$ cat config.mk
export PLATFORM = sky130hd
export DESIGN_NAME = chan_scan_seq
export DESIGN_NICKNAME = d
export VERILOG_FILES = /design/src/rtl/chan_scan_pkg.sv /design/src/rtl/scan_cfg_stage.sv /design/src/rtl/scan_next_sel.sv /design/src/rtl/scan_tag_pipe.sv /design/src/rtl/chan_scan_seq.sv
export SDC_FILE = /design/constraint.sdc
export NUM_CORES = 1
export LEC_CHECK = 0
export BUFFER_PORTS_ARGS = -buffer_cell sky130_fd_sc_hd__buf_4
export CORE_MARGIN = 8
export CORE_UTILIZATION = 47
export CTS_CLUSTER_SIZE = 8
export DETAILED_ROUTE_END_ITERATION = 7
export PLACE_DENSITY = 0.83
export SKIP_LAST_GASP = 1
export SLEW_MARGIN = 10
export SYNTH_ARGS = -nofsm -noshare
export SYNTH_HDL_FRONTEND = slang
export SYNTH_SLANG_ARGS = --single-unit
$ cat constraint.sdc
create_clock -name clk -period 2.6 [get_ports clk]
set_clock_uncertainty 0.1 [all_clocks]
set_input_delay 0.26 -clock clk [delete_from_list [all_inputs] [get_ports clk]]
set_output_delay 0.26 -clock clk [all_outputs]
set_load 0.01 [all_outputs]
$ cat src/rtl/chan_scan_pkg.sv
// Shared types and configuration decode for the channel scan sequencer.
// Assumes a fixed eight-input front end and a 14-bit configuration word.
package chan_scan_pkg;
    localparam int NUM_IN   = 8;
    localparam int CH_W     = $clog2(NUM_IN);
    localparam int CFG_W    = 14;
    localparam int SGL_BIT  = 11;   // 1 = single-ended, 0 = pairs
    localparam int LAST_LSB = 7;    // last-channel field position
    localparam int MODE_LSB = 1;    // 2-bit sequencer mode field

    typedef struct packed {
        logic            single;
        logic [CH_W-1:0] last;
        logic            scan_en;
        logic            temp_en;
    } cfg_t;

    typedef struct packed {
        logic            valid;
        logic            temp;
        logic            pair;
        logic [CH_W-1:0] chan;
    } acq_t;

    // Turn a raw configuration word into the fields the scan uses.
    function automatic cfg_t decode_cfg(input logic [CFG_W-1:0] w);
        cfg_t       c;
        logic [1:0] mode;
        mode      = w[MODE_LSB +: 2];
        c.single  = w[SGL_BIT];
        c.last    = w[LAST_LSB +: CH_W];
        c.scan_en = (mode == 2'b01) || (mode == 2'b10);
        c.temp_en = (mode == 2'b01);
        return c;
    endfunction
endpackage

$ cat src/rtl/scan_cfg_stage.sv
// Holds the pending and the active configuration. A written word waits as
// pending and becomes active at the next phase strobe. The stage flags a
// restart when the applied word moves the scan definition.
// Assumes phase_stb is a one-cycle pulse.
module scan_cfg_stage
    import chan_scan_pkg::*;
(
    input  logic             clk,
    input  logic             rst_n,
    input  logic             cfg_wr,
    input  logic [CFG_W-1:0] cfg_word,
    input  logic             phase_stb,
    output logic             eff_vld,
    output cfg_t             eff_cfg,
    output logic             restart
);
    logic [CFG_W-1:0] pend_q;
    logic             pend_vld_q;
    cfg_t             act_q;
    logic             act_vld_q;
    cfg_t             pend_dec;
    logic             apply;

    // Decode the pending word and decide whether it lands this cycle.
    always_comb begin
        pend_dec = decode_cfg(pend_q);
        apply    = phase_stb && pend_vld_q;
        eff_cfg  = apply ? pend_dec : act_q;
        eff_vld  = apply || act_vld_q;
        restart  = apply && (!act_vld_q
                             || (pend_dec.single != act_q.single)
                             || (pend_dec.last   != act_q.last)
                             || (pend_dec.scan_en && !act_q.scan_en));
    end

    // Capture written words; drop the pending flag once a strobe applies it.
    always_ff @(posedge clk) begin
        if (!rst_n) begin
            pend_q     <= '0;
            pend_vld_q <= 1'b0;
        end else if (cfg_wr) begin
            pend_q     <= cfg_word;
            pend_vld_q <= 1'b1;
        end else if (phase_stb) begin
            pend_vld_q <= 1'b0;
        end
    end

    // Promote the pending configuration to active at a strobe.
    always_ff @(posedge clk) begin
        if (!rst_n) begin
            act_q     <= '0;
            act_vld_q <= 1'b0;
        end else if (apply) begin
            act_q     <= pend_dec;
            act_vld_q <= 1'b1;
        end
    end

    AST_ACTIVE_ONLY_AT_STROBE: assert property (@(posedge clk) disable iff (!rst_n)
        !phase_stb |=> $stable(act_q) && $stable(act_vld_q));
endmodule

$ cat src/rtl/scan_next_sel.sv
// Works out the selection for the next phase from the current one and the
// configuration in force at the strobe. Purely combinational.
// Assumes the current channel never lies past the end point unless a restart
// is flagged, which holds because end-point edits always restart.
module scan_next_sel
    import chan_scan_pkg::*;
(
    input  acq_t cur,
    input  logic eff_vld,
    input  cfg_t eff_cfg,
    input  logic restart,
    output acq_t nxt
);
    logic [CH_W-1:0] stop_ch;
    logic [CH_W-1:0] step;
    logic [CH_W-1:0] base_ch;

    // End point and stride depend on single versus pair scanning.
    always_comb begin
        base_ch = {eff_cfg.last[CH_W-1:1], 1'b0};
        stop_ch = eff_cfg.single ? eff_cfg.last : base_ch;
        step    = eff_cfg.single ? CH_W'(1) : CH_W'(2);
    end

    // Choose hold, fixed channel, restart, wrap, temperature slot or step.
    always_comb begin
        nxt = cur;
        if (eff_vld) begin
            nxt.valid = 1'b1;
            nxt.pair  = !eff_cfg.single;
            if (!eff_cfg.scan_en) begin
                nxt.chan = stop_ch;
                nxt.temp = 1'b0;
            end else if (restart || !cur.valid || cur.temp) begin
                nxt.chan = '0;
                nxt.temp = 1'b0;
            end else if (cur.chan >= stop_ch) begin
                nxt.chan = '0;
                nxt.temp = eff_cfg.temp_en;
            end else begin
                nxt.chan = cur.chan + step;
                nxt.temp = 1'b0;
            end
        end
    end
endmodule

$ cat src/rtl/scan_tag_pipe.sv
// Delays the acquisition descriptor by DEPTH phases, so that each converter
// result carries the identity of the input it was sampled from.
// Assumes phase_stb is a one-cycle pulse.
module scan_tag_pipe
    import chan_scan_pkg::*;
#(
    parameter int DEPTH = 1
) (
    input  logic clk,
    input  logic rst_n,
    input  logic phase_stb,
    input  acq_t din,
    output acq_t dout
);
    acq_t stg [DEPTH];

    for (genvar g = 0; g < DEPTH; g++) begin : g_stage
        // Each stage moves one place per phase strobe.
        always_ff @(posedge clk) begin
            if (!rst_n) begin
                stg[g] <= '0;
            end else if (phase_stb) begin
                stg[g] <= (g == 0) ? din : stg[(g == 0) ? 0 : g - 1];
            end
        end
    end

    assign dout = stg[DEPTH-1];

    if (DEPTH == 1) begin : g_chk
        AST_TAG_ONE_PHASE_LATE: assert property (@(posedge clk) disable iff (!rst_n)
            phase_stb |=> dout == $past(din));
    end
endmodule

$ cat src/rtl/chan_scan_seq.sv
// Top of the channel scan sequencer. It keeps the current acquisition
// selection, moves it on at each phase strobe, and labels results through
// the tag pipeline. Assumes a one-cycle phase_stb and a reset held low for
// at least one clock edge.
module chan_scan_seq
    import chan_scan_pkg::*;
#(
    parameter int TAG_DELAY = 1
) (
    input  logic             clk,
    input  logic             rst_n,
    input  logic             cfg_wr,
    input  logic [CFG_W-1:0] cfg_word,
    input  logic             phase_stb,
    output logic             acq_valid,
    output logic [CH_W-1:0]  acq_chan,
    output logic             acq_pair,
    output logic             acq_temp,
    output logic             tag_valid,
    output logic [CH_W-1:0]  tag_chan,
    output logic             tag_pair,
    output logic             tag_temp
);
    logic eff_vld;
    cfg_t eff_cfg;
    logic restart;
    acq_t acq_q;
    acq_t acq_nxt;
    acq_t tag_q;

    scan_cfg_stage u_cfg (
        .clk       (clk),
        .rst_n     (rst_n),
        .cfg_wr    (cfg_wr),
        .cfg_word  (cfg_word),
        .phase_stb (phase_stb),
        .eff_vld   (eff_vld),
        .eff_cfg   (eff_cfg),
        .restart   (restart)
    );

    scan_next_sel u_next (
        .cur     (acq_q),
        .eff_vld (eff_vld),
        .eff_cfg (eff_cfg),
        .restart (restart),
        .nxt     (acq_nxt)
    );

    // Hold the acquisition selection and advance it at each strobe.
    always_ff @(posedge clk) begin
        if (!rst_n) begin
            acq_q <= '0;
        end else if (phase_stb) begin
            acq_q <= acq_nxt;
        end
    end

    scan_tag_pipe #(.DEPTH(TAG_DELAY)) u_tag (
        .clk       (clk),
        .rst_n     (rst_n),
        .phase_stb (phase_stb),
        .din       (acq_q),
        .dout      (tag_q)
    );

    assign acq_valid = acq_q.valid;
    assign acq_chan  = acq_q.chan;
    assign acq_pair  = acq_q.pair;
    assign acq_temp  = acq_q.temp;
    assign tag_valid = tag_q.valid;
    assign tag_chan  = tag_q.chan;
    assign tag_pair  = tag_q.pair;
    assign tag_temp  = tag_q.temp;

    AST_HOLD_BETWEEN_PHASES: assert property (@(posedge clk) disable iff (!rst_n)
        !phase_stb |=> $stable(acq_q) && $stable(tag_q));
    AST_PAIR_EVEN_POSITIVE: assert property (@(posedge clk) disable iff (!rst_n)
        acq_valid && acq_pair |-> !acq_chan[0]);
    AST_RESTART_AT_ZERO: assert property (@(posedge clk) disable iff (!rst_n)
        phase_stb && restart && eff_cfg.scan_en |=> acq_valid && acq_chan == '0 && !acq_temp);
    AST_TEMP_ONLY_WHEN_ON: assert property (@(posedge clk) disable iff (!rst_n)
        phase_stb && eff_vld && !eff_cfg.temp_en |=> !acq_temp);
    AST_FIXED_WHEN_OFF: assert property (@(posedge clk) disable iff (!rst_n)
        phase_stb && eff_vld && !eff_cfg.scan_en && eff_cfg.single
        |=> acq_chan == $past(eff_cfg.last));
    AST_SILENT_BEFORE_CONFIG: assert property (@(posedge clk) disable iff (!rst_n)
        phase_stb && !eff_vld |=> !acq_valid && !tag_valid);
endmodule

==> results_dict.tcl, run 1 <==
set metrics [dict create \
    synth_cell_types 37 \
    critPathMaxStageDelay_ns 0.55 \
    numCtsBuffers 3 \
    grt_usage 0.131 \
    pwr-share-comb 0.169 \
    start_kind "register" \
    internal_power_mw 0.556 \
    antenna_violating_nets_post_route 0 \
    cts_buffer_depth 2 \
    grt.overflow.total 0 \
    dieWidth_um 69.0 \
    netlist_top_cells_count "dfxtp_1 (20), nor2b_1 (11), mux2i_1 (10)" \
    critPathRequiredTime_ns 2.77 \
    post-cts-setup-buffer-count 0 \
    drt-initial-drc-count 41 \
    outcome "finished clean" \
    fmax_mhz 404 \
    ys_warn_count 0 \
    synth.area.top_cells "dfxtp_1 (30%), edfxtp_1 (14%), mux2i_1 (7.6%), nor2b_1 (5.2%), ha_1 (4.7%)" \
    synthSimpleGateAreaFrac 0.215 \
    maxCapViolCount 0 \
    wl_per_cell_um 15.4 \
    swShare 0.257 \
    crit_start "u_cfg.pend_vld_q$_SDFFE_PN0P_" \
    synth_top_area_frac 0.303 \
    initial_core_util 0.487 \
    final_area_mm2 0.00157 \
    post-route-util 0.581 \
    ys_seq_area_frac 0.440 \
    cts_sinks 26 \
    hold_class "in -> reg" \
    grt_pass1_vias 1094 \
    cts_tree "built" \
    synthMuxAreaShare 0.0758 \
    grt_max_degree 29 \
    yosysMostFrequentCell "dfxtp_1" \
    h-tree-depth 1 \
    crit_path_end_kind "register" \
    synthXorXnorAreaFrac 0.0265 \
    ir_drop_mv 0.325 \
    via_per_inst 5.70 \
    rsz0062_at_grt "no" \
    r2r_start "u_cfg.pend_vld_q$_SDFFE_PN0P_" \
    pwr-share-clk 0.230 \
    async_reset_ff_frac 0 \
    via_count 1049 \
    relSlewSlack 0.750 \
    worstHoldStart "cfg_word[1]" \
    dpl-instance-area_mm2 0.00153 \
    clkTransAtPathRegs_ns 0.13 \
    root_buffer "clkbuf_4" \
    seqPwrFrac 0.601 \
    synth_nets 155 \
    synth_top_family_by_area "simple AND/OR/NAND/NOR gates" \
    hold_viol_final 0 \
    synth-compound-area-share 0.149 \
    critical_path_class "reg -> reg" \
    power_density_mw_per_mm2 475 \
    crit_chain "nand2_4, mux2i_2, inv_1, ha_1, fa_1, or4b_4, o211ai_2, a32o_1" \
    drive_above_1_share 0.235 \
    num_io_pins 30 \
    fp-row-count 19 \
    ctsHoldBuffers 0 \
    synthCells 131 \
    routed_wl_um 2830 \
    hpwl_um 2150 \
    fillers 234 \
    drc 0 \
    coreArea_mm2 0.00271 \
    netlist_area_mm2 0.00132 \
    syn_to_final_growth_pct 19.2 \
    worst-slew-pin-transition_ns 0.375 \
    seqCellArea_um2 581 \
    io_buffers 21 \
    cp.arrival_ns 2.65 \
    grt_pass1_wl_um 4860 \
    crit_slowest_cell "or4b_4" \
    die_h_um 69.0 \
    num_antenna_cells 0 \
    crit_path_max_fanout 6 \
    dieArea_mm2 0.00476 \
    synth_adder_area_share 0.0626 \
    ys_dominant_reg_cell "dfxtp_1" \
    globalplace.congestion 0.849 \
    netSwitchingPower_mw 0.192 \
    fin_nets 178 \
    p_leak_nw 0.699 \
    synth_seq_cells 26 \
    finalCriticalPeriod_ns 2.48 \
    multi_input_area_um2 722 \
    min_period_over_period 0.953 \
    setup_viol 0 \
    synth_area_leader_cell "dfxtp_1" \
    slew_violations 0 \
    first_pass_iters 4 \
    worstSkewPairLatency_ns 0.32 \
    avgSynthCellArea_um2 10.1 \
    synth-edff-count 6 \
    antenna_found_initial 0 \
    finalPower_mw 0.748 \
]
==> cells in the final DEF, fill, tap and decap left out, drive strengths merged, types with 2 or more instances in the layout <==
cell / instances
nand3: 4
inv: 3
clkbuf: 4
a31oi: 2
nand2b: 4
nand4: 3
and2: 4
o21a: 6
xor2: 3
o21ai: 6
or4b: 2
edfxtp: 6
ha: 5
buf: 26
nand2: 8
dfxtp: 20
a21oi: 2
a21boi: 2
and3: 6
mux2i: 10
nor2b: 11
nor2: 2
==> area by class of cell <==
class                      count  area share
clock buffer                   4      0.0167
inverter                       3     0.00715
multi-input combinational     94       0.459
sequential                    26       0.369
tap                           31      0.0246
timing repair buffer          26       0.124
==> critical path: cells and delay by family (launching register included) <==
family / cells / cell delay (ns)
AOI/OAI and AO/OA: 2 / 0.33
adders and majority gates: 2 / 0.62
buffers and inverters: 1 / 0.08
DFF: 1 / 0.36
muxes: 1 / 0.28
and+or+nand+nor: 2 / 0.66
==> state kept, by name (all words and copies together) (netlist names) <==
name,count
acq_chan,3
acq_pair,1
acq_temp,1
acq_valid,1
u_cfg.act_q,6
u_cfg.act_vld_q,1
u_cfg.pend_q,6
u_cfg.pend_vld_q,1
u_tag.stg,6
==> worst paths after layout <==
kind                                                endpoint  slack, ns  cells past startpoint
worst max register to register      acq_chan[2]$_SDFFE_PN0P_       0.12                      8
worst max-delay path                acq_chan[2]$_SDFFE_PN0P_       0.12                      8
worst min-delay path            u_cfg.pend_q[1]$_SDFFE_PN0P_       0.09                      3
worst min register to register     u_cfg.act_q[0]$_SDFF_PN0_       0.39                      2
==> stage by stage <==
step,worst slack (ns),setup TNS [ns],hold slack (ns),std cells
detailed placement,-0.0230,-0.0230,0.379,180
global route,0.0171,0,0.0905,184
CTS,0.0238,0,0.0856,184
global placement,0.0557,0,0.373,180
floorplan,0.0480,0,0.329,131
finish,0.123,0,0.0920,184
==> cells by family (layout without fill, tap and decap cells) <==
logic type | after synthesis | after routing
xor+xnor | 4 | 4
mux | 10 | 10
fa+ha+maj | 6 | 6
simple gates | 48 | 48
buf+inv | 11 | 33
flops | 26 | 26
compound gates | 26 | 26
==> repair_timing <==
action	CTS	global route
gates resized for setup	0	4
endpoints found under the hold margin	0	0
setup endpoints to repair	0	1
==> metal layers <==
metal,track usage,vias to the layer above,part of all wire
met4,0.0852,0,0.028
met1,0.150,502,0.42
met2,0.227,30,0.52
met3,0.0129,8,0.039
met5,0,-,0
li1,-,509,-
==> power groups by stage <==
stage | clock network [mW] | registers, mW | logic [mW]
2_1_floorplan | 0 | 0.459 | 0.0699
3_3_place_gp | 0 | 0.456 | 0.116
3_5_place_dp | 0 | 0.458 | 0.121
4_1_cts | 0.179 | 0.449 | 0.122
5_1_grt | 0.194 | 0.452 | 0.138
6_report | 0.172 | 0.449 | 0.126
Power figures use the tool's default switching activity.
==> inputs of run 2 (changes only) <==
--- a/config.mk
+++ b/config.mk
@@ -5,12 +5,12 @@
 export SDC_FILE = /design/constraint.sdc
 export NUM_CORES = 1
 export LEC_CHECK = 0
-export BUFFER_PORTS_ARGS = -buffer_cell sky130_fd_sc_hd__buf_4
 export CORE_MARGIN = 8
-export CORE_UTILIZATION = 47
+export CORE_UTILIZATION = 55
 export CTS_CLUSTER_SIZE = 8
 export DETAILED_ROUTE_END_ITERATION = 7
-export PLACE_DENSITY = 0.83
+export DONT_BUFFER_PORTS = 1
+export PLACE_DENSITY = 0.82
 export SKIP_LAST_GASP = 1
 export SLEW_MARGIN = 10
 export SYNTH_ARGS = -nofsm -noshare
==> run 2 against run 1 <==
Net effect: total power shrank 3.5%; maximum frequency shrank 0.16%; sequential share of layout area grew 3.7 points.
==> results_dict.tcl, run 2 (synthesis results as in run 1) <==
set metrics [dict create \
    outcome "finished clean" \
    numCtsBuffers 3 \
    hpwl_um 2100 \
    grt_pass1_vias 983 \
    ir_drop_mv 0.332 \
    dieWidth_um 65.0 \
    rsz0062_at_grt "no" \
    path_buf_inv 1 \
    maxCapViolCount 0 \
    crit_path_max_fanout 6 \
    cts_buffer_depth 2 \
    power_density_mw_per_mm2 504 \
    antenna_violating_nets_post_route 0 \
    routed_wl_um 2750 \
    final_cell_mix "dfxtp_1 (20), nor2b_1 (11), mux2i_1 (8)" \
    root_buffer "clkbuf_4" \
    antenna_found_initial 0 \
    setup_viol 0 \
    reg2regPathDepth 8 \
    hold_viol_final 0 \
    cts_tree "built" \
    relSlewSlack 0.627 \
    num_antenna_cells 0 \
    wl_per_cell_um 16.9 \
    crit_slowest_cell "or4b_4" \
    crit_chain "nand2_2, mux2i_2, inv_1, ha_1, fa_1, or4b_4, o211ai_2, a32o_1" \
    dieArea_mm2 0.00422 \
    first_pass_iters 4 \
    io_buffers 0 \
    p_leak_nw 0.596 \
    whs_ns 0.0128 \
    via_count 982 \
    hold_class "in -> reg" \
    h-tree-depth 1 \
    clkTransAtPathRegs_ns 0.14 \
    critical_path_class "reg -> reg" \
    post-cts-setup-buffer-count 0 \
    grt_pass1_wl_um 4600 \
    fin_nets 160 \
    num_io_pins 30 \
    drc 0 \
    critPathMaxStageDelay_ns 0.55 \
    hold_depth 1 \
    die_h_um 65.0 \
    coreArea_mm2 0.00223 \
    finalCriticalPeriod_ns 2.48 \
    start_kind "register" \
    post-route-util 0.641 \
    r2r_setup_slack_ns 0.12 \
    drt-initial-drc-count 14 \
    min_period_over_period 0.954 \
    tns_ns 0 \
    grt_usage 0.136 \
    initial_core_util 0.591 \
    fp-row-count 17 \
    critPathRequiredTime_ns 2.77 \
    cts_sinks 26 \
    worstSkewPairLatency_ns 0.31 \
    crit_path_end_kind "register" \
    via_per_inst 6.02 \
    crit_cells 8 \
    slew_violations 0 \
    globalplace.congestion 0.840 \
    grt_max_degree 19 \
    drive_above_1_share 0.104 \
    layout_commonest_cell "dfxtp_1" \
    grt.overflow.total 0 \
    fmax_mhz 403 \
    reg_top3 "u_cfg.act_q x6, u_cfg.pend_q x6, u_tag.stg x6" \
    worst-slew-pin-transition_ns 0.558 \
    syn_to_final_growth_pct 8.44 \
    cp.arrival_ns 2.65 \
    cp_top_family "simple AND/OR/NAND/NOR gates" \
]
run 2: cell types whose count changed in the layout (fill, tap and decap cells not counted):
| cell | previous run | this run |
|---|---|---|
| buf_4 | 26 | 4 |
| nand2_2 | 0 | 1 |
| a31oi_2 | 0 | 1 |
| a31oi_4 | 1 | 0 |
| nand2_4 | 1 | 0 |
| dlygate4sd3_1 | 0 | 4 |
run 2: worst paths after layout:
kind,endpoint,from
worst min-delay path,u_cfg.act_q[0]$_SDFF_PN0_,rst_n
worst min register to register,u_cfg.act_q[2]$_SDFF_PN0_,u_cfg.act_q[2]$_SDFF_PN0_
worst max-delay path,acq_chan[2]$_SDFFE_PN0P_,u_cfg.pend_vld_q$_SDFFE_PN0P_
worst max register to register,acq_chan[2]$_SDFFE_PN0P_,u_cfg.pend_vld_q$_SDFFE_PN0P_
run 2: where the power goes:
group	switching, mW	internal, mW	leakage [nW]
clock	0.115	0.0600	0.0150
sequential	0.0235	0.432	0.230
combinational	0.0445	0.0460	0.350
total	0.183	0.538	0.596
run 2: what timing repair did:
| item | 4_1_cts | 5_1_grt |
|---|---|---|
| hold buffers | 2 | 2 |
| resized for setup | 0 | 2 |
| endpoints found under the setup margin | 0 | 1 |
| hold endpoints to repair | 18 | 1 |
run 2: final cells by class:
| cell class | count | area [um^2] |
|---|---|---|
| clock buffer | 4 | 26.3 |
| fill | 193 | 802 |
| inverter | 3 | 11.3 |
| multi-input combinational | 94 | 708 |
| sequential | 26 | 581 |
| tap | 28 | 35.0 |
| timing repair buffer | 8 | 70.1 |
run 2: metrics by stage:
step	instances	setup slack [ns]	total power, mW	area (um^2)
after detailed placement	155	0.0612	0.546	1360
after global routing	163	0.0173	0.757	1430
after CTS	161	0.0362	0.721	1410
after global placement	155	0.118	0.540	1360
final	163	0.119	0.721	1430
after floorplan	131	0.0480	0.529	1330
run 2: routing by layer:
layer	up-vias	GRT usage	part of all wire
met3	4	0.0344	0.048
met1	472	0.149	0.42
met4	0	0.0708	0.011
li1	478	-	-
met5	-	0	0
met2	28	0.237	0.52
==> inputs of run 3 (changes only) <==
--- a/config.mk
+++ b/config.mk
@@ -5,7 +5,6 @@
 export SDC_FILE = /design/constraint.sdc
 export NUM_CORES = 1
 export LEC_CHECK = 0
-export CORE_MARGIN = 8
 export CORE_UTILIZATION = 55
 export CTS_CLUSTER_SIZE = 8
 export DETAILED_ROUTE_END_ITERATION = 7
==> run 3 against run 2 <==
Net effect: clock-buffer cell count is the same; total power grew 0.84%; wire length shrank 8.1%; clock power grew 3%; utilization grew 0.17 points; critical path type unchanged; critical endpoint unchanged; sequential share of layout area shrank 0.11 points.
==> results_dict.tcl, run 3 (synthesis results as in run 1) <==
set metrics [dict create \
    dieWidth_um 51.0 \
    num_antenna_cells 0 \
    min_period_over_period 0.932 \
    numCtsBuffers 3 \
    worst-slew-pin-transition_ns 0.558 \
    worstSkewPairLatency_ns 0.33 \
    reg_top3 "u_cfg.act_q x6, u_cfg.pend_q x6, u_tag.stg x6" \
    p_leak_nw 0.607 \
    cp.arrival_ns 2.61 \
    root_buffer "clkbuf_4" \
    num_io_pins 30 \
    finalCriticalPeriod_ns 2.42 \
    io_buffers 0 \
    grt_pass1_wl_um 4180 \
    critical_path_class "reg -> reg" \
    tns_ns 0 \
    dp_slack_ns 0.0967 \
    cts_sinks 26 \
    crit_slowest_cell "or4b_4" \
    setup_slack_ns 0.177 \
    routed_wl_um 2530 \
    antenna_violating_nets_post_route 0 \
    via_per_inst 5.88 \
    cp_top_family "simple AND/OR/NAND/NOR gates" \
    setup_viol 0 \
    grt.overflow.total 0 \
    first_pass_iters 4 \
    crit_path_max_fanout 7 \
    crit_path_end_kind "register" \
    cts_buffer_depth 2 \
    critPathMaxStageDelay_ns 0.55 \
    hold_class "in -> reg" \
    outcome "finished clean" \
    h-tree-depth 1 \
    final_cell_mix "dfxtp_1 (20), nor2b_1 (11), mux2i_1 (9)" \
    fp-row-count 17 \
    globalplace.congestion 0.839 \
    critPathRequiredTime_ns 2.79 \
    relSlewSlack 0.627 \
    slew_violations 0 \
    wl_per_cell_um 15.4 \
    syn_to_final_growth_pct 8.72 \
    grt_max_degree 19 \
    die_h_um 51.0 \
    drive_above_1_share 0.103 \
    dp_cells 156 \
    start_kind "register" \
    dpl-instance-area_mm2 0.00137 \
    grt_usage 0.223 \
    cts_tree "built" \
    ir_drop_mv 0.374 \
    coreArea_mm2 0.00223 \
    layout_commonest_cell "dfxtp_1" \
    crit_chain "nand2_2, mux2i_2, inv_1, ha_1, fa_1, or4b_4, o211ai_2, a32o_1" \
    layout.cells.non_filler 164 \
    grt_pass1_vias 947 \
    power_density_mw_per_mm2 507 \
    fmax_mhz 413 \
    drt-initial-drc-count 34 \
    maxCapViolCount 0 \
    fillers 181 \
    fin_nets 161 \
    post-cts-setup-buffer-count 0 \
    drc 0 \
    hold_viol_final 0 \
    path_buf_inv 1 \
    rsz0062_at_grt "no" \
    clkTransAtPathRegs_ns 0.15 \
    via_count 964 \
    hpwl_um 1850 \
    final_area_mm2 0.00144 \
    antenna_found_initial 0 \
    dieArea_mm2 0.00260 \
    initial_core_util 0.591 \
    post-route-util 0.643 \
]
## run 3: cell types whose count changed in the layout (fill, tap and decap cells not counted)
cell,previous run,this run
buf_4,4,5
mux2i_1,8,9
mux2i_2,2,1
## run 3: layout make-up
cell class,instances,area (um^2),area share
well taps,28,35.0,0.0244
flip-flops and latches,26,581,0.405
clock buffers,4,26.3,0.0183
repair buffers,9,77.6,0.0541
multi-input cells,94,704,0.491
inverters,3,11.3,0.00785
## run 3: metal layers
layer | wire, um | vias up | track usage
met5 | 0 | - | 0
met4 | 46 | 0 | 0.130
met3 | 102 | 4 | 0.0357
met2 | 1270 | 30 | 0.379
met1 | 1110 | 454 | 0.263
li1 | - | 476 | -
## run 3: worst paths after layout
path                                 start                       endpoint  slack [ns]  cells past startpoint
max          u_cfg.pend_vld_q$_SDFFE_PN0P_       acq_chan[2]$_SDFFE_PN0P_        0.18                      8
min                                 cfg_wr  u_cfg.pend_q[11]$_SDFFE_PN0P_        0.01                      2
max reg2reg  u_cfg.pend_vld_q$_SDFFE_PN0P_       acq_chan[2]$_SDFFE_PN0P_        0.18                      8
min reg2reg      u_cfg.act_q[2]$_SDFF_PN0_      u_cfg.act_q[2]$_SDFF_PN0_        0.41                      2
## run 3: repair_timing
item                                   in CTS  in global routing
setup endpoints to repair                   0                  1
gates resized for setup                     0                  1
endpoints found under the hold margin      18                  0
hold buffers                                4                  0
## run 3: report_power, final
part	leakage, nW	switching, mW	internal (mW)	total [mW]
clock network	0.0150	0.120	0.0602	0.180
logic	0.361	0.0445	0.0477	0.0922
registers	0.230	0.0226	0.432	0.455
## run 3: stage by stage
stage / power [mW] / hold slack [ns]
after CTS: 0.730 / 0.000991
after global placement: 0.541 / 0.281
after global routing: 0.755 / 0.0235
after floorplan: 0.529 / 0.329
final: 0.727 / 0.00976
after detailed placement: 0.547 / 0.284
